$ cat src/rtl/bls_pkg.sv
package bls_pkg;

    localparam int PERM_LO = 4;
    localparam int PERM_HI = 8;
    localparam int PERM_W  = PERM_HI - PERM_LO + 1;

    typedef enum logic [1:0] {
        XFER_FLAT        = 2'd0,
        XFER_TILE_TO_LIN = 2'd1,
        XFER_LIN_TO_TILE = 2'd2,
        XFER_RSVD        = 2'd3
    } xfer_mode_e;

    typedef enum logic [1:0] {
        ST_IDLE,
        ST_RD,
        ST_WR,
        ST_FIN
    } copy_state_e;

    // index 0 is address bit 4, index 4 is address bit 8
    function automatic logic [PERM_W-1:0] perm_fwd(input logic [PERM_W-1:0] b);
        return {b[1], b[4:3], b[0], b[2]};
    endfunction

    function automatic logic [PERM_W-1:0] perm_inv(input logic [PERM_W-1:0] o);
        return {o[3:2], o[0], o[4], o[1]};
    endfunction

endpackage

$ cat src/rtl/bls_perm.sv
module bls_perm
    import bls_pkg::*;
#(
    parameter int ADDR_W = 32
) (
    input  logic [ADDR_W-1:0] lin_addr,
    output logic [ADDR_W-1:0] tile_addr
);

    localparam int UPPER_W = ADDR_W - PERM_HI - 1;

    logic [PERM_W-1:0] field_in;
    logic [PERM_W-1:0] field_out;

    assign field_in  = lin_addr[PERM_HI:PERM_LO];
    assign field_out = perm_fwd(field_in);

    generate
        if (UPPER_W > 0) begin : g_upper
            assign tile_addr = {lin_addr[ADDR_W-1:PERM_HI+1], field_out, lin_addr[PERM_LO-1:0]};
        end else begin : g_no_upper
            assign tile_addr = {field_out, lin_addr[PERM_LO-1:0]};
        end
    endgenerate

    always_comb begin

        perm_roundtrip_chk: assert (perm_inv(tile_addr[PERM_HI:PERM_LO]) == lin_addr[PERM_HI:PERM_LO]);

        perm_low_keep_chk: assert (tile_addr[PERM_LO-1:0] == lin_addr[PERM_LO-1:0]);
    end

endmodule

$ cat src/rtl/bls_addr_gen.sv
module bls_addr_gen
    import bls_pkg::*;
#(
    parameter int ADDR_W = 32,
    parameter int LEN_W  = 16
) (
    input  logic              clk,
    input  logic              rst,
    input  logic              load,
    input  logic              advance,
    input  xfer_mode_e        mode,
    input  logic [ADDR_W-1:0] src_base,
    input  logic [ADDR_W-1:0] dst_base,
    input  logic [LEN_W-1:0]  length,
    output logic [ADDR_W-1:0] rd_addr,
    output logic [ADDR_W-1:0] wr_addr,
    output logic              last
);

    localparam int SIDES = 2;

    xfer_mode_e        mode_q;
    logic [LEN_W-1:0]  idx_q;
    logic [LEN_W-1:0]  len_q;
    logic [ADDR_W-1:0] base_q [SIDES];
    logic [ADDR_W-1:0] lin    [SIDES];
    logic [ADDR_W-1:0] swz    [SIDES];

    always_ff @(posedge clk) begin
        if (rst) begin
            mode_q    <= XFER_FLAT;
            idx_q     <= '0;
            len_q     <= '0;
            base_q[0] <= '0;
            base_q[1] <= '0;
        end else if (load) begin
            mode_q    <= mode;
            idx_q     <= '0;
            len_q     <= length;
            base_q[0] <= src_base;
            base_q[1] <= dst_base;
        end else if (advance) begin
            idx_q <= idx_q + 1'b1;
        end
    end

    generate
        for (genvar s = 0; s < SIDES; s++) begin : g_side
            assign lin[s] = base_q[s] + ADDR_W'(idx_q);
            bls_perm #(.ADDR_W(ADDR_W)) u_perm (
                .lin_addr (lin[s]),
                .tile_addr(swz[s])
            );
        end
    endgenerate

    assign rd_addr = (mode_q == XFER_TILE_TO_LIN) ? swz[0] : lin[0];
    assign wr_addr = (mode_q == XFER_LIN_TO_TILE) ? swz[1] : lin[1];
    assign last    = (idx_q == len_q - 1'b1);


    idx_step_chk: assert property (@(posedge clk) disable iff (rst)
        (advance && !load) |=> (idx_q == $past(idx_q) + 1'b1));

    idx_load_chk: assert property (@(posedge clk) disable iff (rst)
        load |=> (idx_q == '0));

endmodule

$ cat src/rtl/bls_line_copier.sv
module bls_line_copier
    import bls_pkg::*;
#(
    parameter int ADDR_W = 32,
    parameter int LEN_W  = 16,
    parameter int DATA_W = 8
) (
    input  logic              clk,
    input  logic              rst,
    input  logic              start,
    input  logic [1:0]        mode,
    input  logic [ADDR_W-1:0] src_base,
    input  logic [ADDR_W-1:0] dst_base,
    input  logic [LEN_W-1:0]  length,
    output logic              busy,
    output logic              done,
    output logic [ADDR_W-1:0] mem_addr,
    output logic              mem_rd,
    output logic              mem_wr,
    output logic [DATA_W-1:0] mem_wdata,
    input  logic [DATA_W-1:0] mem_rdata,
    input  logic              mem_ack
);

    copy_state_e       state;
    xfer_mode_e        mode_in;
    logic [DATA_W-1:0] data_q;
    logic              accept;
    logic              advance;
    logic              last;
    logic [ADDR_W-1:0] rd_addr;
    logic [ADDR_W-1:0] wr_addr;

    assign mode_in = xfer_mode_e'(mode);
    assign accept  = (state == ST_IDLE) && start && (mode_in != XFER_RSVD);
    assign advance = (state == ST_WR) && mem_ack && !last;

    bls_addr_gen #(.ADDR_W(ADDR_W), .LEN_W(LEN_W)) u_addr_gen (
        .clk     (clk),
        .rst     (rst),
        .load    (accept),
        .advance (advance),
        .mode    (mode_in),
        .src_base(src_base),
        .dst_base(dst_base),
        .length  (length),
        .rd_addr (rd_addr),
        .wr_addr (wr_addr),
        .last    (last)
    );

    always_ff @(posedge clk) begin
        if (rst) begin
            state  <= ST_IDLE;
            data_q <= '0;
        end else begin
            case (state)
                ST_IDLE: if (accept) state <= (length == '0) ? ST_FIN : ST_RD;
                ST_RD: begin
                    if (mem_ack) begin
                        data_q <= mem_rdata;
                        state  <= ST_WR;
                    end
                end
                ST_WR:   if (mem_ack) state <= last ? ST_FIN : ST_RD;
                default: state <= ST_IDLE;
            endcase
        end
    end

    assign mem_rd    = (state == ST_RD);
    assign mem_wr    = (state == ST_WR);
    assign mem_addr  = mem_rd ? rd_addr : wr_addr;
    assign mem_wdata = data_q;
    assign busy      = mem_rd || mem_wr;
    assign done      = (state == ST_FIN);


    rd_hold_chk: assert property (@(posedge clk) disable iff (rst)
        (mem_rd && !mem_ack) |=> (mem_rd && $stable(mem_addr)));

    wr_hold_chk: assert property (@(posedge clk) disable iff (rst)
        (mem_wr && !mem_ack) |=> (mem_wr && $stable(mem_addr) && $stable(mem_wdata)));

    done_pulse_chk: assert property (@(posedge clk) disable iff (rst)
        done |=> !done);

    rsvd_ignore_chk: assert property (@(posedge clk) disable iff (rst)
        (!busy && !done && start && mode == 2'd3) |=> (!busy && !done));

    busy_start_chk: assert property (@(posedge clk) disable iff (rst)
        (mem_wr && !mem_ack && start) |=> $stable(mem_addr));

endmodule

$ cat config.mk
export PLATFORM = sky130hd
export DESIGN_NAME = bls_line_copier
export DESIGN_NICKNAME = d
export VERILOG_FILES = /design/src/rtl/bls_pkg.sv /design/src/rtl/bls_perm.sv /design/src/rtl/bls_addr_gen.sv /design/src/rtl/bls_line_copier.sv
export SDC_FILE = /design/constraint.sdc
export NUM_CORES = 1
export LEC_CHECK = 0
export BUFFER_PORTS_ARGS = -buffer_cell sky130_fd_sc_hd__buf_2
export CELL_PAD_IN_SITES_DETAIL_PLACEMENT = 0
export CELL_PAD_IN_SITES_GLOBAL_PLACEMENT = 2
export CORE_MARGIN = 3
export CORE_UTILIZATION = 37
export CTS_BUF_LIST = sky130_fd_sc_hd__clkbuf_16
export CTS_CLUSTER_DIAMETER = 120
export DETAILED_ROUTE_END_ITERATION = 8
export PLACE_DENSITY_LB_ADDON = 0.1
export SLEW_MARGIN = 0
export SYNTH_ARGS = -nofsm -noshare
export SYNTH_HDL_FRONTEND = slang
export SYNTH_SLANG_ARGS = --single-unit
$ cat constraint.sdc
create_clock -name clk -period 9.95 [get_ports clk]
set_clock_uncertainty 0.1 [all_clocks]
set_input_delay 1.99 -clock clk [delete_from_list [all_inputs] [get_ports clk]]
set_output_delay 1.99 -clock clk [all_outputs]
set_load 0.01 [all_outputs]
; ---- After elaboration in Yosys (flattened, before gate mapping)
; Memories as Yosys holds them, arrays and structs flattened.
; Index checks and enable logic that the tools add are counted.
; W data, S select, Z words.
[classes]
n_addsub = 4
n_eq_ne = 10
n_mux = 16
n_bitwise = 2
reduce_logical = 11
[ops]
columns = operator, count
row1 = $mux W32, 3
row2 = $add A32 B16 Y32, 2
row3 = $mux W9, 2
row4 = $add A16 B1 Y16 const B, 1
row5 = $eq A16 B16 Y1, 1
row6 = $logic_not A16 Y1, 1
row7 = $sub A16 B1 Y16 const B, 1
row8 = $mux W2, 5
row9 = $eq A2 B2 Y1 const B, 3
row10 = $pmux W2 S3, 1
row11 = $mux W1, 5
row12 = $eq A2 B1 Y1 const B, 2
row13 = $logic_and A1 B1 Y1, 4
row14 = $ne A2 B1 Y1 const B, 2
row15 = $ne A2 B2 Y1 const B, 2
row16 = $reduce_and A3 Y1, 1
row17 = $logic_not A2 Y1, 1
row18 = $or A1 B1 Y1, 2
row19 = $reduce_and A2 Y1, 1
row20 = $reduce_or A2 Y1, 1
row21 = $logic_not A1 Y1, 1
row22 = $logic_or A1 B1 Y1, 1
[totals]
regBits = 44
ramBits = 64
input_bits = 94
out_inout_bits = 44
wordCells = 49
memories = 1
[mem_list]
columns = memory, words, width, rd, rd_ports_with_merged_regs, write_ports, line_no
row1 = u_addr_gen.base_q, 2, 32, 2, 0, 2, bls_addr_gen.sv:25  ; logic [ADDR_W-1:0] base_q [SIDES];

; ---- Depth between registers and ports, before layout
[depth]
word_depth = 7
ltp_mapped = 13
ltp_nobuf = 10

; ---- Modules after synthesis
; From an unflattened synthesis, not the netlist that was laid out.
[unflattened]
cells_unflattened = 1055
hier_area_um2 = 9061.2
[modules_own_cells]
columns = module, instances, cells_per_inst, area_per_inst_um2, seq_area_each_um2
row1 = bls_addr_gen, 1, 888, 7616.1, 2602.5
row2 = bls_line_copier, 1, 103, 964.7, 200.2
row3 = bls_perm, 2, 32, 240.2, 0.0

; ---- Least setup slack after synthesis
; OpenSTA, ideal clock, no wires.
[synth_timing]
path_kind = register to output
start = reg u_addr_gen.idx_q[1]
end = out mem_addr[19]
arrival_ns = 2.590
required_ns = 7.860
slack_ns = 5.270
stages_incl_launch_ff = 9
n_path_buf = 0
path_cell_list = dfxtp_1 ha_1 a211oi_1 nor3b_1 o211ai_1 a31oi_1 a211oi_1 nor2_1 o211ai_1
[synth_via]
elab_chain_len = 2
word_cells_on_any_way = 3
classes_between = 2 x add/sub / 1 x mux
[synth_rtl]
columns = item, line_no
row1 = "start, declared", bls_addr_gen.sv:23  ; logic [LEN_W-1:0] idx_q;
row2 = "start signal, assigned", bls_addr_gen.sv:43  ; idx_q <= idx_q + 1'b1;
row3 = $add A32 B16 Y32, bls_addr_gen.sv:49  ; assign lin[s] = base_q[s] + ADDR_W'(idx_q);
row4 = $mux W32 (*), bls_line_copier.sv:73  ; assign mem_addr = mem_rd ? rd_addr : wr_addr;
row5 = "end, declared", bls_line_copier.sv:17  ; output logic [ADDR_W-1:0] mem_addr,
; Mark *: on every way between the ends. The rest lies on a longest branch, timed or not.

; ---- Worst setup path in the final report
[layout_timing]
start = reg u_addr_gen.idx_q[0]
end = out mem_addr[28]
; The elaborated chain is that of the path after synthesis.

==> impl_metrics.json <==
{
  "hold_buffers": 0,
  "vias": 6774,
  "ys_ff_latch": 108,
  "rr_startpoint": "u_addr_gen.len_q[0]$_SDFFE_PP0P_",
  "r2r_slack_ps": 6680,
  "whs_path_depth": 2,
  "cts_resized": 0,
  "fin_tns_setup_ps": 0,
  "synth_edf_count": 64,
  "hold_viol": 0,
  "drcViolationCount": 0,
  "worstSkewPairLatency_ps": 360,
  "slew_headroom_pct": 30.34,
  "finalMaxSlewViolations": 0,
  "drt.antenna.violating_nets": 0,
  "area_delta_synth_final_pct": 15.25,
  "fillers": 2118,
  "worstPathArrival_ps": 3610,
  "setup_violations": 0,
  "cts_setup_buffers": 0,
  "die_h_um": 151.7,
  "ir_drop_mv": 0.09159,
  "worstMarginPinSlew_ps": 1042,
  "initial_utilization_pct": 38.20,
  "path_max_fanout": 9,
  "reg2regPathDepth": 9,
  "tritoncts": "built",
  "fp.dieW_um": 151.7,
  "synthDominantCellAreaShare_pct": 24.47,
  "rows": 52,
  "yosys_warnings": 0,
  "syn_inst": 880,
  "dp_slack_ps": 4650,
  "cts_made_buffers": 9,
  "cap_violations": 0,
  "die_area_mm2": 0.02301,
  "crit_start": "u_addr_gen.idx_q[0]$_SDFFE_PP0P_",
  "core_area_mm2": 0.02056,
  "path_cells": "ha_1, inv_1, fa_1, nor2b_1, o31a_1, o221a_2, a21boi_1, a2111oi_0, xnor2_1, mux2i_1, buf_2",
  "wire_per_inst_um": 17.49,
  "critical_path.top_delay_family": "compound AO/OA/AOI/OAI gates",
  "setup_slack_ps": 4246,
  "cp-start-kind": "flop",
  "htree_levels": 3,
  "cts_buffer_depth": 2,
  "fmax_mhz": 175.3,
  "path_class": "flop to output port",
  "antenna_found_initial": 0,
  "leakagePower_nw": 3.828,
  "diodes": 0,
  "nNetsFinal": 1126,
  "critPathSlowestCell": "dfxtp_1",
  "fin_crit_sh_pct": 57.33,
  "dp.final_hpwl_um": 16830,
  "synthesis.area_mm2": 0.007854,
  "yosysSeqAreaShare_pct": 35.69,
  "drt_wl_total_um": 22160,
  "drive_above_1_share_pct": 18.76,
  "hold_path_end": "mem_wdata[2]$_SDFFE_PP0P_",
  "power_density_mw_per_mm2": 177.8,
  "drt_iter0_drc": 424,
  "cp.buffers_inverters": 2,
  "first_global_vias": 6395,
  "multiInputGateArea_mm2": 0.004787,
  "syn_nets": 1014,
  "place_congestion": 0.8044,
  "grt-ovfl-total": 0,
  "critPathMaxStageDelay_ps": 570,
  "hp-class": "flop to flop",
  "num_io_pins": 138,
  "reg2reg_to": "u_addr_gen.idx_q[0]$_SDFFE_PP0P_",
  "grt_max_degree": 65,
  "seq_area_mm2": 0.002803,
  "ctsRootBufferMaster": "clkbuf_16",
  "rsz0062_at_grt": "no",
  "fin_crit_ps": 5704,
  "synth.area.top_cells": "edfxtp_1 (24%), dfxtp_1 (11%), ha_1 (6.1%), and2_1 (6.0%), nand2_1 (5.1%)",
  "viasPerCell": 5.346,
  "yosysMostFrequentCell": "nand2_1",
  "status": "completed",
  "dominantRegCellSynth": "edfxtp_1",
  "path_depth": 11,
  "synth.avg_cell_area_um2": 8.925,
  "synth_top_cell_by_area": "edfxtp_1",
  "yosysUniqueCellTypes": 69,
  "synth_top_cells_by_count": "nand2_1 (106), and2_1 (75), edfxtp_1 (64)",
  "critPathCaptureType": "output port",
  "io_buffers": 137,
  "drt_pass1_iterations": 5,
  "hold_start": "mem_wdata[2]$_SDFFE_PP0P_",
  "path_clk_slew_ps": 80,
  "power_mw": 1.609,
  "grt_pass1_wl_um": 34480,
  "track_usage_pct": 19.20,
  "required_ps": 7860,
  "synth_async_sr_flop_share_pct": 0,
  "clkSinkCount": 108
}
## tightest hold or removal path, stage by stage, from the launching register on
cell	delay, ps
dfxtp_1	310
nand2_1	50
a21oi_1	50
## registers in the layout, indices dropped and copies added (netlist names)
register	cells
u_addr_gen.base_q	64
u_addr_gen.idx_q	16
u_addr_gen.len_q	16
mem_wdata	8
state	2
u_addr_gen.mode_q	2
## placed cells by master, fill, tap and decap left out, types with 25 or more instances in the layout
master,netlist,layout
nor2_1,42,41
xnor2_1,34,34
nand2_1,106,106
buf_2,5,137
edfxtp_1,64,64
a21oi_1,62,62
ha_1,38,37
o21ai_0,33,33
dfxtp_1,44,44
nand3_1,25,25
and2_1,75,75
mux2i_1,36,36
## final cells by class
class	count	share of cell area [%]
multi-input cells	714	52.89
well taps	270	3.732
clock inverters	7	1.189
inverters	16	0.6635
clock buffers	9	2.488
flip-flops and latches	108	30.96
repair buffers	143	8.073
## report_power, final
part / switching, mW / total (mW) / internal [mW]
combinational: 0.358 / 0.591 / 0.233
sequential: 0.0572 / 0.607 / 0.550
clock: 0.185 / 0.411 / 0.226
## how the worst max path moves through the flow
stage,end,slack (ps)
6_report,mem_addr[28],4250
5_1_grt,mem_addr[29],3890
4_1_cts,mem_addr[30],4240
3_5_place_dp,mem_addr[30],4650
3_3_place_gp,mem_addr[29],4640
2_1_floorplan,mem_addr[19],5270
## per-stage QoR
stage | cell area (um^2) | std cells | hold slack, ps | utilization [%]
final | 9051 | 1267 | 351.3 | 44.02
after global routing | 9051 | 1267 | 370.6 | 44.02
after CTS | 9051 | 1267 | 354.5 | 44.02
after detailed placement | 8718 | 1251 | 343.4 | 42.41
after global placement | 8718 | 1251 | 341.2 | 42.41
after floorplan | 7854 | 880 | 344.7 | -
## routing by layer
| layer | wire (um) | share of wire (%) | track usage, % |
|---|---|---|---|
| met1 | 10730 | 48 | 26.96 |
| met5 | 0 | 0 | 0 |
| met4 | 333 | 1.5 | 4.987 |
| met3 | 830 | 3.7 | 2.707 |
| met2 | 10260 | 46 | 31.18 |
## logic make-up after synthesis
kind of cell,share of synthesized area [%]
buf+inv,3.489
fa+ha+maj,6.564
mux,4.875
simple gates,25.04
compound gates,18.10
xor+xnor,6.245
flops,35.69
Note: power is estimated with default switching activity, not from simulation.
